File: config.mk
export PLATFORM = sky130hd
export DESIGN_NAME = xint_unit
export DESIGN_NICKNAME = d
export VERILOG_FILES = /design/src/rtl/xint_pkg.sv /design/src/rtl/xint_sync.sv /design/src/rtl/xint_sense.sv /design/src/rtl/xint_grp.sv /design/src/rtl/xint_arb.sv /design/src/rtl/xint_unit.sv
export SDC_FILE = /design/constraint.sdc
export NUM_CORES = 1
export LEC_CHECK = 0
export ABC_AREA = 1
export BUFFER_PORTS_ARGS = -buffer_cell sky130_fd_sc_hd__buf_2
export CAP_MARGIN = 20
export CORE_MARGIN = 2
export CORE_UTILIZATION = 51
export DETAILED_ROUTE_END_ITERATION = 16
export GPL_ROUTABILITY_DRIVEN = 0
export PLACE_DENSITY = 0.77
export SLEW_MARGIN = 20
export SYNTH_ARGS = -nofsm -noshare
export SYNTH_HDL_FRONTEND = slang
export SYNTH_HIERARCHICAL = 1
export SYNTH_SLANG_ARGS = --single-unit
File: constraint.sdc
create_clock -name clk -period 1.6 [get_ports clk]
set_input_delay 0.16 -clock clk [delete_from_list [all_inputs] [get_ports clk]]
set_output_delay 0.16 -clock clk [all_outputs]
set_load 0.05 [all_outputs]
File: src/rtl/xint_pkg.sv
package xint_pkg;

  typedef enum logic [1:0] {
    SENSE_LOW  = 2'b00,
    SENSE_ANY  = 2'b01,
    SENSE_FALL = 2'b10,
    SENSE_RISE = 2'b11
  } sense_e;

  typedef enum logic [1:0] {
    SRC_EXT  = 2'd0,
    SRC_GRP0 = 2'd1,
    SRC_GRP1 = 2'd2
  } src_e;

  localparam int unsigned NUM_SRC = 3;
  localparam int unsigned NUM_GRP = 2;

endpackage

File: src/rtl/xint_sync.sv
module xint_sync #(
  parameter int unsigned W       = 1,
  parameter logic        RST_VAL = 1'b0
) (
  input  logic         clk,
  input  logic         rst_n,
  input  logic [W-1:0] din,
  output logic [W-1:0] cur,
  output logic [W-1:0] prev
);
  logic [W-1:0] stage1;

  always_ff @(posedge clk or negedge rst_n) begin
    if (!rst_n) begin
      stage1 <= {W{RST_VAL}};
      cur    <= {W{RST_VAL}};
      prev   <= {W{RST_VAL}};
    end else begin
      stage1 <= din;
      cur    <= stage1;
      prev   <= cur;
    end
  end
endmodule

File: src/rtl/xint_sense.sv
module xint_sense
  import xint_pkg::*;
(
  input  logic   cur,
  input  logic   prev,
  input  logic   raw,
  input  logic   en,
  input  sense_e mode,
  output logic   event_hit,
  output logic   level_req,
  output logic   level_wake
);
  logic fell, rose;

  assign fell = prev & ~cur;
  assign rose = ~prev & cur;

  always_comb begin
    unique case (mode)
      SENSE_ANY:  event_hit = fell | rose;
      SENSE_FALL: event_hit = fell;
      SENSE_RISE: event_hit = rose;
      default:    event_hit = 1'b0;
    endcase
  end

  assign level_req  = en & (mode == SENSE_LOW) & ~cur;
  assign level_wake = en & (mode == SENSE_LOW) & ~raw;
endmodule

File: src/rtl/xint_grp.sv
module xint_grp #(
  parameter int unsigned W = 8
) (
  input  logic [W-1:0] cur,
  input  logic [W-1:0] prev,
  input  logic [W-1:0] raw,
  input  logic [W-1:0] mask,
  output logic         toggled,
  output logic         differs
);
  assign toggled = |((cur ^ prev) & mask);
  assign differs = |((raw ^ prev) & mask);
endmodule

File: src/rtl/xint_arb.sv
module xint_arb
  import xint_pkg::*;
(
  input  logic [NUM_SRC-1:0] pending,
  output logic               req,
  output logic [1:0]         id
);
  assign req = |pending;

  always_comb begin
    id = SRC_EXT;
    for (int k = NUM_SRC - 1; k >= 0; k--) begin
      if (pending[k]) id = 2'(k);
    end
  end
endmodule

File: src/rtl/xint_unit.sv
module xint_unit
  import xint_pkg::*;
#(
  parameter int unsigned G0_W = 8,
  parameter int unsigned G1_W = 4,
  localparam int unsigned PIN_W = G0_W + G1_W
) (
  input  logic                clk,
  input  logic                rst_n,
  input  logic                ext_pin,
  input  logic                ext_en,
  input  logic [1:0]          ext_mode,
  input  logic [PIN_W-1:0]    pc_pin,
  input  logic [G0_W-1:0]     pc_mask0,
  input  logic [G1_W-1:0]     pc_mask1,
  input  logic [NUM_GRP-1:0]  pc_en,
  input  logic [NUM_SRC-1:0]  flag_clr,
  input  logic [NUM_SRC-1:0]  ack,
  output logic [NUM_SRC-1:0]  flags,
  output logic                irq_req,
  output logic [1:0]          irq_id,
  output logic                wake
);
  logic             ext_cur, ext_prev;
  logic [PIN_W-1:0] pin_cur, pin_prev;
  logic             ext_event, ext_level, ext_lwake;
  logic [NUM_GRP-1:0] grp_toggle, grp_differs;
  logic [NUM_SRC-1:0] set_vec, clr_vec, pending;
  sense_e           mode_q;

  assign mode_q = sense_e'(ext_mode);

  xint_sync #(.W(1), .RST_VAL(1'b1)) u_ext_sync (
    .clk(clk), .rst_n(rst_n), .din(ext_pin), .cur(ext_cur), .prev(ext_prev)
  );

  xint_sync #(.W(PIN_W), .RST_VAL(1'b0)) u_pin_sync (
    .clk(clk), .rst_n(rst_n), .din(pc_pin), .cur(pin_cur), .prev(pin_prev)
  );

  xint_sense u_sense (
    .cur(ext_cur), .prev(ext_prev), .raw(ext_pin), .en(ext_en), .mode(mode_q),
    .event_hit(ext_event), .level_req(ext_level), .level_wake(ext_lwake)
  );

  xint_grp #(.W(G0_W)) u_grp0 (
    .cur(pin_cur[G0_W-1:0]), .prev(pin_prev[G0_W-1:0]),
    .raw(pc_pin[G0_W-1:0]), .mask(pc_mask0),
    .toggled(grp_toggle[0]), .differs(grp_differs[0])
  );

  xint_grp #(.W(G1_W)) u_grp1 (
    .cur(pin_cur[PIN_W-1:G0_W]), .prev(pin_prev[PIN_W-1:G0_W]),
    .raw(pc_pin[PIN_W-1:G0_W]), .mask(pc_mask1),
    .toggled(grp_toggle[1]), .differs(grp_differs[1])
  );

  assign set_vec = {grp_toggle, ext_event};
  assign clr_vec = flag_clr | ack;

  generate
    for (genvar k = 0; k < NUM_SRC; k++) begin : g_flag
      always_ff @(posedge clk or negedge rst_n) begin
        if (!rst_n)          flags[k] <= 1'b0;
        else if (set_vec[k]) flags[k] <= 1'b1;
        else if (clr_vec[k]) flags[k] <= 1'b0;
      end
    end
  endgenerate

  assign pending[SRC_EXT]  = ext_level | (ext_en & flags[SRC_EXT]);
  assign pending[SRC_GRP0] = pc_en[0] & flags[SRC_GRP0];
  assign pending[SRC_GRP1] = pc_en[1] & flags[SRC_GRP1];

  xint_arb u_arb (
    .pending(pending), .req(irq_req), .id(irq_id)
  );

  assign wake = ext_lwake | |(pc_en & grp_differs);
endmodule

Word level (Yosys, flattened, before mapping)
Cells that the tools add are included.

storage, ports and cells
  register bits = 42
  bits of input ports = 38
  output and inout port bits = 7
  word-level logic and storage cells = 56

operators by class
  equal/unequal tests = 3
  multiplexer cells = 10
  bitwise operators = 24
  reductions and logical operators = 10

operator list
  cell                  number
  $and A8 B8 Y8         2
  $reduce_or A8 Y1      2
  $xor A8 B8 Y8         2
  $and A1 B1 Y1         8
  $and A4 B4 Y4         2
  $reduce_or A4 Y1      2
  $xor A4 B4 Y4         2
  $mux W1               6
  $mux W2               3
  $reduce_bool A2 Y1    3
  $eq A2 B2 Y1 const B  2
  $not A1 Y1            3
  $or A1 B1 Y1          3
  $or A3 B3 Y3          1
  $pmux W1 S3           1
  $reduce_or A3 Y1      1
  $and A2 B2 Y2         1
  $eq A2 B1 Y1 const B  1
  $logic_not A2 Y1      1
  $reduce_or A2 Y1      1

Logic depth before layout (Yosys ltp)
Gate-level depths: netlist (run 1).

  depth in word-level cells = 6
  mapped depth = 8
  gate-level depth less buffers = 8

Hierarchy
The synthesis (run 1) kept the hierarchy.

modules (own cells, without submodules)
  module                   times used  cells an instance  area each (µm²)  seq. area each (µm²)
  xint_sync at u_pin_sync  1           36                 900.9            900.9
  xint_grp at u_grp0       1           86                 342.8            0.0
  xint_grp at u_grp1       1           42                 162.7            0.0
  xint_unit                1           23                 157.7            75.1
  xint_sense               1           14                 81.3             0.0
  xint_sync at u_ext_sync  1           3                  78.8             78.8
  xint_arb                 1           7                  31.3             0.0

Least setup slack after synthesis (run 1)
Ideal clock, no wire load.

  path type = flip-flop to output port
  start point = register flags[1]
  end point = output irq_id[0]
  arrival = 1.489 ns
  required time = 1.440 ns
  setup slack = -0.049 ns
  stages on the path, launching flop included = 5
  path buffers = 0
  path through = dfrtp_1 -> nand2_1 -> inv_1 -> inv_2 -> nor2_1

on the way
  word-level cells in the longest chain between the ends = 3

RTL lines
  element                          RTL line         RTL
  start, declared                  xint_unit.sv:19  output logic [NUM_SRC-1:0] flags,
  start signal, assigned by index  xint_unit.sv:64  if (!rst_n) flags[k] <= 1'b0;
  start signal, assigned by index  xint_unit.sv:65  else if (set_vec[k]) flags[k] <= 1'b1;
  start signal, assigned by index  xint_unit.sv:66  else if (clr_vec[k]) flags[k] <= 1'b0;
  $and A1 B1 Y1                    xint_unit.sv:72  assign pending[SRC_GRP0] = pc_en[0] & flags[SRC_GRP0];
  net pending[1]                   xint_unit.sv:28  logic [NUM_SRC-1:0] set_vec, clr_vec, pending;
  $mux W2 (2 in series)            xint_arb.sv:13   if (pending[k]) id = 2'(k);
  end, declared                    xint_unit.sv:21  output logic [1:0] irq_id,

The timed path passes the listed nets, and every way through them passes these cells.

Worst setup path after layout (run 1)
  start point = register u_pin_sync.prev[3]
  end point = output wake

on the way
  word-level cells in the longest chain between the ends = 6

RTL lines
  element                 RTL line         RTL
  start, declared         xint_sync.sv:9   output logic [W-1:0] prev
  start signal, assigned  xint_sync.sv:17  prev <= {W{RST_VAL}};
  start signal, assigned  xint_sync.sv:21  prev <= cur;
  $xor A8 B8 Y8           xint_grp.sv:12   assign differs = |((raw ^ prev) & mask);
  $and A8 B8 Y8           xint_grp.sv:12
  $reduce_or A8 Y1        xint_grp.sv:12
  net grp_differs[0]      xint_unit.sv:27  logic [NUM_GRP-1:0] grp_toggle, grp_differs;
  $and A2 B2 Y2           xint_unit.sv:79  assign wake = ext_lwake | |(pc_en & grp_differs);
  $reduce_or A2 Y1        xint_unit.sv:79
  $or A1 B1 Y1            xint_unit.sv:79
  end, declared           xint_unit.sv:22  output logic wake

The timed path passes the listed nets, and every way through them passes these cells.

==> flow_summary.rst, run 1 <==
.. list-table::
   :header-rows: 1

   * - Metric
     - Value
   * - Number of port buffers
     - 44
   * - Die footprint
     - 0.00393 mm²
   * - Maximum number of pins on one net before global-route repair
     - 43
   * - Clk_skew
     - 0.00306 ns
   * - Clock root cell
     - sky130_fd_sc_hd__clkbuf_4
   * - Kind of critical path
     - register to primary output
   * - Total number of clock tree sinks
     - 42
   * - Maximum vdd drop
     - 0.565 mV
   * - Part of the Yosys area used for sequential elements
     - 0.601
   * - Total count of max-transition violations in the final report
     - 0
   * - CTS tree
     - done
   * - Final-report hold violation count
     - 0
   * - RSZ-0062 raised after global routing
     - true
   * - Antenna Nets Post-Route
     - 0
   * - Post-synthesis net count
     - 251
   * - End point of the critical path
     - wake
   * - Die X
     - 62.7 µm
   * - Chip height
     - 62.7 µm
   * - Worst reg2reg setup slack
     - 0.27 ns
   * - Kind of path behind the tightest hold check
     - input pin to register
   * - Fin worst setup slack
     - -0.0624 ns
   * - Beginning of the worst register-to-register path
     - u_ext_sync/cur$_DFF_PN1_
   * - Synthesized netlist cell count
     - 211
   * - Mapped cell area
     - 0.00176 mm²
   * - Arrival time at the worst endpoint
     - 1.50 ns
   * - Aggregate global routing overflow
     - 0
   * - Yosys reg bits
     - 42
   * - Cell-by-cell trace of the critical path
     - inv_1 > nand2_1 > nand3_1 > nand2_1 > nor2_1 > nand2_1 > nand2_1 > nand3b_1 > buf_6
   * - Instance count along the most critical hold path
     - 4
   * - Vias/cell
     - 4.41
   * - Share of layout cells above drive strength 1
     - 0.250
   * - Type of element launching the critical path
     - register
   * - Wire length of the first global-routing pass
     - 5670 µm
   * - Placed wire-length estimate
     - 2380 µm
   * - DRC errors left
     - 0
   * - Area of all placed cells without fillers
     - 0.00232 mm²
   * - Max Buffers Root-to-Sink
     - 2
   * - Actual slew at the worst max-slew pin
     - 0.499 ns
   * - Data required time at the worst endpoint
     - 1.44 ns
   * - Number of placed cells counting well taps
     - 302
   * - Synth cell types
     - 13
   * - Shortest period the worst path allows
     - 1.66 ns
   * - H-tree Lvls
     - 2
   * - Outcome
     - finished, violations left
   * - Static power due to leakage
     - 1.33 nW
   * - Clock latency at the later pin of the worst-skew pair
     - 0.35 ns
   * - Violated checks
     - negative setup slack
   * - Slowest stage cell on the critical path
     - sky130_fd_sc_hd__dfrtp_1
   * - Critical path's largest stage delay
     - 0.42 ns
   * - Area of the core
     - 0.00331 mm²
   * - Max-Cap Viols
     - 0
   * - Crit. Startpoint
     - u_pin_sync/prev[3]$_DFF_PN0_
   * - Instance area at placement
     - 0.00204 mm²
   * - Count of placed standard cells in the final layout, fillers left out
     - 330
   * - Total clock buffers created by CTS
     - 5
   * - Mean area per synthesized cell
     - 8.32 µm²
   * - Final standard cell utilization of the core
     - 0.701
   * - Placement row count
     - 21
   * - Relative max-transition margin
     - 0.667
   * - Routed len/inst
     - 9.98 µm
   * - Power per Cell Area
     - 883 mW/mm²
   * - DP Worst Slack
     - 0.294 ns
   * - Total vias in the final route
     - 1,455
   * - Number of search-and-repair iterations in the first detailed-routing pass
     - 4
   * - Count of synthesis-stage warnings from yosys
     - 6
   * - Top-level port count
     - 45
   * - FF-to-FF path depth
     - 8
   * - ANT cells
     - 0
   * - Total wire length
     - 3290 µm
   * - Via count of the first global-routing pass
     - 1,370
   * - Fmax
     - 602 MHz
   * - Count of final setup violators
     - 2
   * - Type of element capturing the critical path
     - primary output
   * - Nets@finish
     - 323
   * - Area delta synth->final
     - 32.1%
   * - Final Cycle Share
     - 1.04
   * - Cell occurring most often along the worst timing path
     - sky130_fd_sc_hd__nand2_1
   * - Endpoint of the worst register-to-register path
     - flags[0]$_DFFE_PN0P_
   * - GRT Resource Usage Total
     - 0.191
   * - DR iter-0 viols
     - 41
   * - Starting density of the core
     - 0.530
   * - Clock slew at reported path FFs
     - 0.12 ns
   * - Max Fanout on Critical Path
     - 3
   * - Number of antenna violations at the first check in global routing
     - 0
## per-layer routing
layer / vias to the layer above / part of all wire / track usage
met5: - / 0 / 0
met4: 0 / 0.022 / 0.0750
met3: 8 / 0.054 / 0.0703
met2: 35 / 0.47 / 0.312
met1: 648 / 0.45 / 0.230
li1: 764 / - / -
## sequential cells by signal, indices dropped and copies added, names as in the netlist
| name | cells |
|---|---|
| flags | 3 |
| u_ext_sync/cur | 1 |
| u_ext_sync/prev | 1 |
| u_ext_sync/stage1 | 1 |
| u_pin_sync/cur | 12 |
| u_pin_sync/prev | 12 |
| u_pin_sync/stage1 | 12 |
## cell usage after synthesis
| library cell | instances | area (µm²) |
|---|---|---|
| sky130_fd_sc_hd__nor2_1 | 21 | 78.8 |
| sky130_fd_sc_hd__nand3_1 | 24 | 120 |
| sky130_fd_sc_hd__inv_2 | 3 | 11.3 |
| sky130_fd_sc_hd__dfrtp_1 | 39 | 976 |
| sky130_fd_sc_hd__dfstp_2 | 3 | 78.8 |
| sky130_fd_sc_hd__nand3_2 | 1 | 10.0 |
| sky130_fd_sc_hd__nand3b_1 | 1 | 7.51 |
| sky130_fd_sc_hd__nor2_2 | 1 | 6.26 |
| sky130_fd_sc_hd__ha_1 | 2 | 25.0 |
| sky130_fd_sc_hd__nand2_1 | 73 | 274 |
| sky130_fd_sc_hd__inv_1 | 41 | 154 |
| sky130_fd_sc_hd__nand2_2 | 1 | 6.26 |
| sky130_fd_sc_hd__a21o_1 | 1 | 7.51 |
## logic make-up after synthesis
kind of cell             Yosys count  share of synthesized area
buffers and inverters             44                     0.0941
flip-flops                        42                      0.601
AND/OR/NAND/NOR                  122                      0.287
adder cells (fa/ha/maj)            2                     0.0143
AO/OA/AOI/OAI                      1                    0.00428
## worst max-delay path, delay by kind of cell, from the launching register on
kind                   cells  cell delay, ns
buffers and inverters      2            0.25
AND/OR/NAND/NOR            7            0.48
flip-flops                 1            0.42
## power breakdown
group          leakage, nW  total [mW]  switching (mW)  internal (mW)
Combinational        0.815       0.348           0.201          0.147
Clock               0.0343       0.546           0.334          0.211
Sequential           0.483        1.15          0.0338           1.12
## timing repair
action                                  CTS  global route
pin swaps                                 0             9
hold buffers                             14             0
endpoints found under the setup margin    4             4
gates resized for setup                   6             4
buffers inserted                          2             4
hold endpoints to repair                 52             0
## through the flow
stage	hold slack, ns	power (mW)	setup TNS, ns
final	0.0252	2.05	-0.0703
after floorplan	-0.136	1.34	0
after global placement	0.250	1.46	0
after global routing	0.00851	2.17	-0.303
after detailed placement	0.251	1.47	0
after CTS	0.0162	2.06	-0.103
## worst min-delay path by stage
stage / startpoint / end / slack, ns
2_1_floorplan: rst_n / flags[0]$_DFFE_PN0P_ / -0.14
3_3_place_gp: rst_n / u_pin_sync/prev[7]$_DFF_PN0_ / 0.25
3_5_place_dp: rst_n / u_pin_sync/prev[3]$_DFF_PN0_ / 0.25
4_1_cts: flag_clr[0] / flags[0]$_DFFE_PN0P_ / 0.02
5_1_grt: flag_clr[1] / flags[1]$_DFFE_PN0P_ / 0.009
6_report: flag_clr[0] / flags[0]$_DFFE_PN0P_ / 0.03
## placed cells by master (no fill, tap or decap)
master and count:
sky130_fd_sc_hd__inv_2 4, sky130_fd_sc_hd__buf_6 4, sky130_fd_sc_hd__buf_4 7, sky130_fd_sc_hd__nand2_2 1, sky130_fd_sc_hd__clkbuf_8 1, sky130_fd_sc_hd__a21o_1 1, sky130_fd_sc_hd__nand3_1 24, sky130_fd_sc_hd__buf_2 40
sky130_fd_sc_hd__inv_1 40, sky130_fd_sc_hd__nor2_1 19, sky130_fd_sc_hd__nor2_2 3, sky130_fd_sc_hd__clkbuf_4 5, sky130_fd_sc_hd__nand3_2 1, sky130_fd_sc_hd__clkinvlp_4 1, sky130_fd_sc_hd__dfstp_2 3, sky130_fd_sc_hd__ha_1 2
sky130_fd_sc_hd__nand3b_1 1, sky130_fd_sc_hd__dlygate4sd3_1 14, sky130_fd_sc_hd__nand2_1 73, sky130_fd_sc_hd__clkinv_2 1, sky130_fd_sc_hd__dfrtp_1 39
## cell type report
class                           instances  area, µm²
Inverter                               44        165
Timing Repair Buffer                   65        438
Fill cell                             288        991
Clock inverter                          2       12.5
Multi-Input combinational cell        125        541
Clock buffer                            6       51.3
Sequential cell                        42       1050
Tap cell                               46       57.6
No activity file was read; power rests on OpenSTA's default activity.
==> run 2, diff against run 1 <==
==> constraint.sdc (replaced) <==
create_clock -name clk -period 1.6 [get_ports clk]
set_input_delay 0.08 -clock clk [delete_from_list [all_inputs] [get_ports clk]]
set_output_delay 0.08 -clock clk [all_outputs]
set_load 0.05 [all_outputs]
==> flow_summary.rst, run 2 (synthesis results as in run 1) <==
.. list-table::
   :header-rows: 1

   * - Metric
     - Value
   * - Logic gate share of total power
     - 0.162 (-0.008)
   * - Crit path buf inv count
     - 2 (unchanged)
   * - Data required time at the worst endpoint
     - 1.52 ns (+0.08 ns)
   * - ANT cells
     - 0 (unchanged)
   * - DP Worst Slack
     - 0.371 ns (+0.0767 ns)
   * - Clock slew at reported path FFs
     - 0.12 ns (about the same)
   * - Outcome
     - finished, final reports clean
   * - Share of layout cells above drive strength 1
     - 0.240 (-0.00958)
   * - Sw frac
     - 0.249 (-0.0287)
   * - Kind of path behind the tightest hold check
     - input pin to register
   * - Actual slew at the worst max-slew pin
     - 0.641 ns (+0.141 ns)
   * - Type of element launching the critical path
     - register
   * - Max Fanout on Critical Path
     - 3 (unchanged)
   * - Top Registers
     - u_pin_sync/cur x12, u_pin_sync/prev x12, u_pin_sync/stage1 x12
   * - Routed len/inst
     - 10.4 µm (+3.8%)
   * - Final-report hold violation count
     - 0 (unchanged)
   * - Total number of clock tree sinks
     - 42 (unchanged)
   * - Maximum vdd drop
     - 0.741 mV (+31%)
   * - Most common cell after layout, fill and taps aside
     - sky130_fd_sc_hd__nand2_1
   * - Wire length of the first global-routing pass
     - 5890 µm (+3.9%)
   * - DRC errors left
     - 0 (unchanged)
   * - Static power due to leakage
     - 1.36 nW (+2.1%)
   * - Area of the core
     - 0.00331 mm² (unchanged)
   * - Sequential Power Share
     - 0.528 (-0.036)
   * - Relative max-transition margin
     - 0.573 (-0.0941)
   * - Instance area at placement
     - 0.00205 mm² (+0.24%)
   * - Max-Cap Viols
     - 0 (unchanged)
   * - End point of the critical path
     - wake
   * - Shortest period the worst path allows
     - 1.55 ns (-0.115 ns)
   * - Max Buffers Root-to-Sink
     - 2 (unchanged)
   * - GRT Resource Usage Total
     - 0.193 (+0.00284)
   * - Total vias in the final route
     - 1,498 (+3.0%)
   * - Nets@finish
     - 326 (+0.93%)
   * - Power per Cell Area
     - 921 mW/mm² (+4.3%)
   * - Type of element capturing the critical path
     - primary output
   * - Fmax
     - 646 MHz (+7.4%)
   * - Share of total power in the clock network
     - 0.311 (+0.045)
   * - Chip height
     - 62.7 µm (unchanged)
   * - Number of port buffers
     - 44 (unchanged)
   * - Starting density of the core
     - 0.530 (unchanged)
   * - Die X
     - 62.7 µm (unchanged)
   * - WL met1
     - 1630 µm (+10%)
   * - CTS tree
     - done
   * - Cell occurring most often along the worst timing path
     - sky130_fd_sc_hd__nand2_1
   * - Maximum number of pins on one net before global-route repair
     - 32 (-26%)
   * - Count of final setup violators
     - 0 (-2)
   * - Met2 layer wire length in the routed design
     - 1700 µm (+9.1%)
   * - Fin worst setup slack
     - 0.0522 ns (+0.115 ns)
   * - Aggregate global routing overflow
     - 0 (unchanged)
   * - Critical path's top delay family
     - simple AND/OR/NAND/NOR gates
   * - Total count of max-transition violations in the final report
     - 0 (unchanged)
   * - Area delta synth->final
     - 35.6%
   * - Via count of the first global-routing pass
     - 1,441 (+5.2%)
   * - Number of search-and-repair iterations in the first detailed-routing pass
     - 4 (unchanged)
   * - Internal cell power
     - 1.64 mW (+11%)
   * - Kind of critical path
     - register to primary output
   * - Highest signal layer in the routed design
     - met4
   * - Crit. Startpoint
     - u_pin_sync/prev[4]$_DFF_PN0_
   * - Placement row count
     - 21 (unchanged)
   * - Total wire length
     - 3450 µm (+4.8%)
   * - Fillcell total
     - 279 (-3.1%)
   * - Clock root cell
     - sky130_fd_sc_hd__clkbuf_4
   * - Total met3 wirelength after detailed routing
     - 97 µm (-46%)
   * - Final Cycle Share
     - 0.967 (-0.0716)
   * - Arrival time at the worst endpoint
     - 1.47 ns (-0.03 ns)
   * - Total clock buffers created by CTS
     - 5 (unchanged)
   * - Most frequent cells in the layout
     - 73 x sky130_fd_sc_hd__nand2_1, 40 x sky130_fd_sc_hd__buf_2, 39 x sky130_fd_sc_hd__inv_1, 39 x sky130_fd_sc_hd__dfrtp_1, 23 x sky130_fd_sc_hd__nand3_1
   * - Cell-by-cell trace of the critical path
     - inv_2 > nand2_1 > nand3_1 > nand2_1 > nor2_1 > nand2_1 > nand2_1 > nand3b_1 > buf_6
   * - DR iter-0 viols
     - 59 (+44%)
   * - Top-level port count
     - 45 (unchanged)
   * - Critical path's largest stage delay
     - 0.43 ns (about the same)
   * - Beginning of the worst register-to-register path
     - u_ext_sync/cur$_DFF_PN1_
   * - Worst hold-check slack
     - 0.144 ns (+0.118 ns)
   * - Clk_skew
     - 0.0133 ns (+0.0103 ns)
   * - Number of antenna violations at the first check in global routing
     - 0 (unchanged)
   * - RSZ-0062 raised after global routing
     - true
   * - Vias/cell
     - 4.50 (+2.0%)
   * - Total design power
     - 2.19 mW (+7.0%)
   * - Final standard cell utilization of the core
     - 0.719 (+0.0181)
   * - Placed wire-length estimate
     - 2420 µm (+1.7%)
   * - Antenna Nets Post-Route
     - 0 (unchanged)
   * - Area of all placed cells without fillers
     - 0.00238 mm² (+2.6%)
   * - Number of stages on the worst setup path
     - 9 (unchanged)
   * - Slowest stage cell on the critical path
     - sky130_fd_sc_hd__dfrtp_1
   * - Die footprint
     - 0.00393 mm² (unchanged)
   * - Clock latency at the later pin of the worst-skew pair
     - 0.33 ns (-0.02 ns)
   * - Net load switching power
     - 546 µW (-4.0%)
   * - FF-to-FF path depth
     - 7 (-1)
   * - H-tree Lvls
     - 2 (unchanged)
   * - Worst reg2reg setup slack
     - 0.36 ns (+0.09 ns)
   * - Endpoint of the worst register-to-register path
     - flags[0]$_DFFE_PN0P_
## run 2: how the worst min path moves through the flow
stage	from	endpoint	depth (start not counted)
floorplan	rst_n	flags[0]$_DFFE_PN0P_	0
global placement	rst_n	u_pin_sync/cur[3]$_DFF_PN0_	1
detailed placement	rst_n	u_pin_sync/prev[3]$_DFF_PN0_	1
CTS	ext_mode[1]	flags[0]$_DFFE_PN0P_	5
global route	ext_mode[0]	flags[0]$_DFFE_PN0P_	5
finish	ext_mode[0]	flags[0]$_DFFE_PN0P_	5
## run 2: metal layers
layer	global-route usage	vias to the layer above
met5	0	-
met4	0.0667	0
met3	0.0378	2
met2	0.329	31
met1	0.248	695
li1	-	770
## run 2: final cells by class
cell class | count | area [µm²] | area share
Timing Repair Buffer | 68 | 472 | 0.198
Clock buffer | 7 | 55.1 | 0.0231
Multi-Input combinational cell | 125 | 546 | 0.229
Inverter | 44 | 165 | 0.0694
Tap cell | 46 | 57.6 | 0.0242
Clock inverter | 1 | 30.0 | 0.0126
Sequential cell | 42 | 1050 | 0.443
## run 2: power by group through the flow
| stage | combinational, mW | sequential (mW) | clock (mW) |
|---|---|---|---|
| floorplan | 0.153 | 1.19 | 0 |
| CTS | 0.337 | 1.16 | 0.705 |
| global route | 0.399 | 1.16 | 0.749 |
| global placement | 0.290 | 1.17 | 0 |
| finish | 0.355 | 1.16 | 0.680 |
| detailed placement | 0.296 | 1.18 | 0 |
## run 2: stage by stage
| stage | TNS (ns) | std cells |
|---|---|---|
| after floorplan | 0 | 211 |
| after global placement | 0 | 303 |
| after global routing | -0.108 | 333 |
| after detailed placement | 0 | 303 |
| after CTS | 0 | 331 |
| final | 0 | 333 |
## run 2: timing repair
action	4_1_cts	5_1_grt
resized for setup	1	13
hold endpoints to repair	42	0
pin swaps	0	2
buffers inserted	0	2
hold buffers	20	0
endpoints found under the setup margin	1	4
## run 2: worst min-delay path: stages
cell	delay, ns
sky130_fd_sc_hd__buf_2	0.11
sky130_fd_sc_hd__nand3_1	0.09
sky130_fd_sc_hd__nand3_1	0.08
sky130_fd_sc_hd__inv_1	0.04
sky130_fd_sc_hd__nand2_1	0.05
==> run 3, diff against run 2 <==
--- a/config.mk
+++ b/config.mk
@@ -10,6 +10,7 @@
 export CAP_MARGIN = 20
 export CORE_MARGIN = 2
 export CORE_UTILIZATION = 51
+export CTS_BUF_LIST = sky130_fd_sc_hd__clkbuf_16
 export DETAILED_ROUTE_END_ITERATION = 16
 export GPL_ROUTABILITY_DRIVEN = 0
 export PLACE_DENSITY = 0.77
==> flow_summary.rst, run 3 (synthesis results as in run 1) <==
.. list-table::
   :header-rows: 1

   * - Metric
     - Value
   * - Total number of clock tree sinks
     - 42 (unchanged)
   * - Routed len/inst
     - 10.5 µm (+1.6%)
   * - Share of layout cells above drive strength 1
     - 0.221 (-0.0198)
   * - Final Cycle Share
     - 0.948 (-0.0197)
   * - Critical path's top delay family
     - flip-flops
   * - Internal cell power
     - 1.97 mW (+20%)
   * - Max-Cap Viols
     - 0 (unchanged)
   * - DR iter-0 viols
     - 59 (unchanged)
   * - Kind of path behind the tightest hold check
     - input pin to register
   * - Endpoint of the worst hold path
     - flags[2]$_DFFE_PN0P_
   * - Placement row count
     - 21 (unchanged)
   * - Instance count along the most critical hold path
     - 4 (-1)
   * - Number of search-and-repair iterations in the first detailed-routing pass
     - 4 (unchanged)
   * - Cell occurring most often along the worst timing path
     - sky130_fd_sc_hd__nor2_1
   * - Clock root cell
     - sky130_fd_sc_hd__clkbuf_16
   * - H-tree Lvls
     - 2 (unchanged)
   * - Clock slew at reported path FFs
     - 0.05 ns (-0.07 ns)
   * - Type of element launching the critical path
     - register
   * - Starting density of the core
     - 0.530 (unchanged)
   * - Fin worst setup slack
     - 0.0837 ns (+0.0315 ns)
   * - Aggregate global routing overflow
     - 0 (unchanged)
   * - Number of placed cells counting well taps
     - 303 (unchanged)
   * - Endpoint of the worst register-to-register path
     - flags[0]$_DFFE_PN0P_
   * - Total count of max-transition violations in the final report
     - 0 (unchanged)
   * - Outcome
     - finished, final reports clean
   * - Area of the core
     - 0.00331 mm² (unchanged)
   * - Number of port buffers
     - 44 (unchanged)
   * - Total clock buffers created by CTS
     - 5 (unchanged)
   * - Met1 Resource Use GR
     - 0.237 (-0.0110)
   * - Final-report hold violation count
     - 0 (unchanged)
   * - Area delta synth->final
     - 33.4%
   * - Top-level port count
     - 45 (unchanged)
   * - Total wire length
     - 3350 µm (-3.0%)
   * - Crit path buf inv count
     - 1 (-1)
   * - Chip height
     - 62.7 µm (unchanged)
   * - Power per Cell Area
     - 1100 mW/mm² (+19%)
   * - Top Registers
     - u_pin_sync/cur x12, u_pin_sync/prev x12, u_pin_sync/stage1 x12
   * - ANT cells
     - 0 (unchanged)
   * - Number of antenna violations at the first check in global routing
     - 0 (unchanged)
   * - Nets@finish
     - 311 (-4.6%)
   * - Sw frac
     - 0.231 (-0.0187)
   * - Fmax
     - 659 MHz (+2.1%)
   * - Shortest period the worst path allows
     - 1.52 ns (-0.0315 ns)
   * - Slowest stage cell on the critical path
     - sky130_fd_sc_hd__dfstp_2
   * - FF-to-FF path depth
     - 7 (unchanged)
   * - Kind of critical path
     - register to primary output
   * - Logic gate share of total power
     - 0.127 (-0.035)
   * - Relative max-transition margin
     - 0.577 (+0.00379)
   * - Clock latency at the later pin of the worst-skew pair
     - 0.28 ns (-0.05 ns)
   * - Sequential Power Share
     - 0.452 (-0.076)
   * - Placed wire-length estimate
     - 2420 µm (unchanged)
   * - Net load switching power
     - 592 µW (+8.3%)
   * - DRC errors left
     - 0 (unchanged)
   * - Data required time at the worst endpoint
     - 1.52 ns (about the same)
   * - Cell-by-cell trace of the critical path
     - nor2_1 > a21o_1 > nor2_1 > nand2_1 > buf_2
   * - Clk_skew
     - 0.00706 ns (-0.00627 ns)
   * - Arrival time at the worst endpoint
     - 1.44 ns (-0.03 ns)
   * - GR met2 Demand/Resource
     - 0.323 (-0.00672)
   * - Max Fanout on Critical Path
     - 4 (+1)
   * - Most frequent cells in the layout
     - 72 x sky130_fd_sc_hd__nand2_1, 40 x sky130_fd_sc_hd__inv_1, 39 x sky130_fd_sc_hd__dfrtp_1, 34 x sky130_fd_sc_hd__buf_2, 23 x sky130_fd_sc_hd__nand3_1
   * - Maximum number of pins on one net before global-route repair
     - 32 (unchanged)
   * - Die X
     - 62.7 µm (unchanged)
   * - Most utilized layer in the global route result
     - met2
   * - Count of placed standard cells in the final layout, fillers left out
     - 318 (-4.5%)
   * - Count of final setup violators
     - 0 (unchanged)
   * - Max Buffers Root-to-Sink
     - 2 (unchanged)
   * - Beginning of the worst register-to-register path
     - u_ext_sync/cur$_DFF_PN1_
   * - Die footprint
     - 0.00393 mm² (unchanged)
   * - Maximum vdd drop
     - 1.25 mV (+68%)
   * - Worst reg2reg setup slack
     - 0.32 ns (-0.04 ns)
   * - CTS tree
     - done
   * - Most common cell after layout, fill and taps aside
     - sky130_fd_sc_hd__nand2_1
   * - Via count of the first global-routing pass
     - 1,447 (+0.42%)
   * - Actual slew at the worst max-slew pin
     - 0.635 ns (-0.00569 ns)
   * - Vias/cell
     - 4.55 (+1.2%)
   * - GRT Resource Usage Total
     - 0.194 (+0.000392)
   * - DP Worst Slack
     - 0.371 ns (unchanged)
   * - Met3 GRT Util
     - 0.0649 (+0.0270)
   * - Static power due to leakage
     - 1.34 nW (-1.7%)
   * - Type of element capturing the critical path
     - primary output
   * - Share of total power in the clock network
     - 0.421 (+0.110)
   * - Wire length of the first global-routing pass
     - 5800 µm (-1.5%)
   * - Start point of the worst min-delay path
     - flag_clr[2]
   * - Antenna Nets Post-Route
     - 0 (unchanged)
   * - Critical path's largest stage delay
     - 0.56 ns (+0.13 ns)
   * - Total vias in the final route
     - 1,447 (-3.4%)
==> run 3: cell types whose count changed in the layout (fill, tap and decap cells not counted), moves of 2 or more <==
cell / before / now
sky130_fd_sc_hd__dlygate4sd3_1: 20 / 13
sky130_fd_sc_hd__buf_2: 40 / 34
sky130_fd_sc_hd__clkbuf_16: 0 / 5
sky130_fd_sc_hd__buf_6: 3 / 1
sky130_fd_sc_hd__clkbuf_4: 6 / 1
==> run 3: metal layers <==
metal,vias up,wire length (µm)
met3,4,133
met5,-,0
met2,35,1630
met4,0,44
li1,741,-
met1,667,1540
==> run 3: timing repair <==
item | 4_1_cts | 5_1_grt
endpoints found under the setup margin | 0 | 2
endpoints found under the hold margin | 39 | 0
gates resized for setup | 0 | 11
buffers inserted | 0 | 1
hold buffers | 14 | 0
==> run 3: metrics by stage <==
stage               total power, mW  area (µm²)   util  hold WS [ns]  setup TNS (ns)
finish                         2.57        2340  0.707        0.0335               0
global route                   2.70        2340  0.707        0.0393         -0.0263
CTS                            2.60        2350  0.710        0.0262               0
detailed placement             1.47        2050  0.619         0.143               0
global placement               1.46        2050  0.619         0.136               0
floorplan                      1.34        1760      -        -0.216               0
==> run 3: tightest hold or removal path: cells and delay by family <==
kind | cells | cell delay, ns
and+or+nand+nor | 3 | 0.11
buffers and inverters | 1 | 0.07
==> run 3: how the worst max path moves through the flow <==
stage                                      start                   end  slack [ns]  cells after the start
detailed placement      u_ext_sync/cur$_DFF_PN1_  flags[0]$_DFFE_PN0P_        0.37                      7
global placement        u_ext_sync/cur$_DFF_PN1_  flags[0]$_DFFE_PN0P_        0.40                      7
CTS                                    pc_pin[6]                  wake        0.03                     11
finish                  u_ext_sync/cur$_DFF_PN1_               irq_req        0.08                      5
global route        u_pin_sync/prev[4]$_DFF_PN0_                  wake       -0.03                      9
floorplan                   flags[1]$_DFFE_PN0P_             irq_id[0]        0.03                      4
==> run 3: layout make-up <==
cell class / instances / area [µm²]
Timing Repair Buffer: 53 / 354
Clock inverter: 3 / 37.5
Clock buffer: 5 / 125
Multi-Input combinational cell: 125 / 548
Tap cell: 46 / 57.6
Fill cell: 263 / 968
Inverter: 44 / 165
Sequential cell: 42 / 1050
==> run 3: power by group through the flow <==
stage / Clock (mW) / Sequential, mW / Combinational [mW]
final: 1.08 / 1.16 / 0.326
after global routing: 1.16 / 1.17 / 0.368
after CTS: 1.11 / 1.16 / 0.325
after detailed placement: 0 / 1.18 / 0.296
after global placement: 0 / 1.17 / 0.290
after floorplan: 0 / 1.19 / 0.153
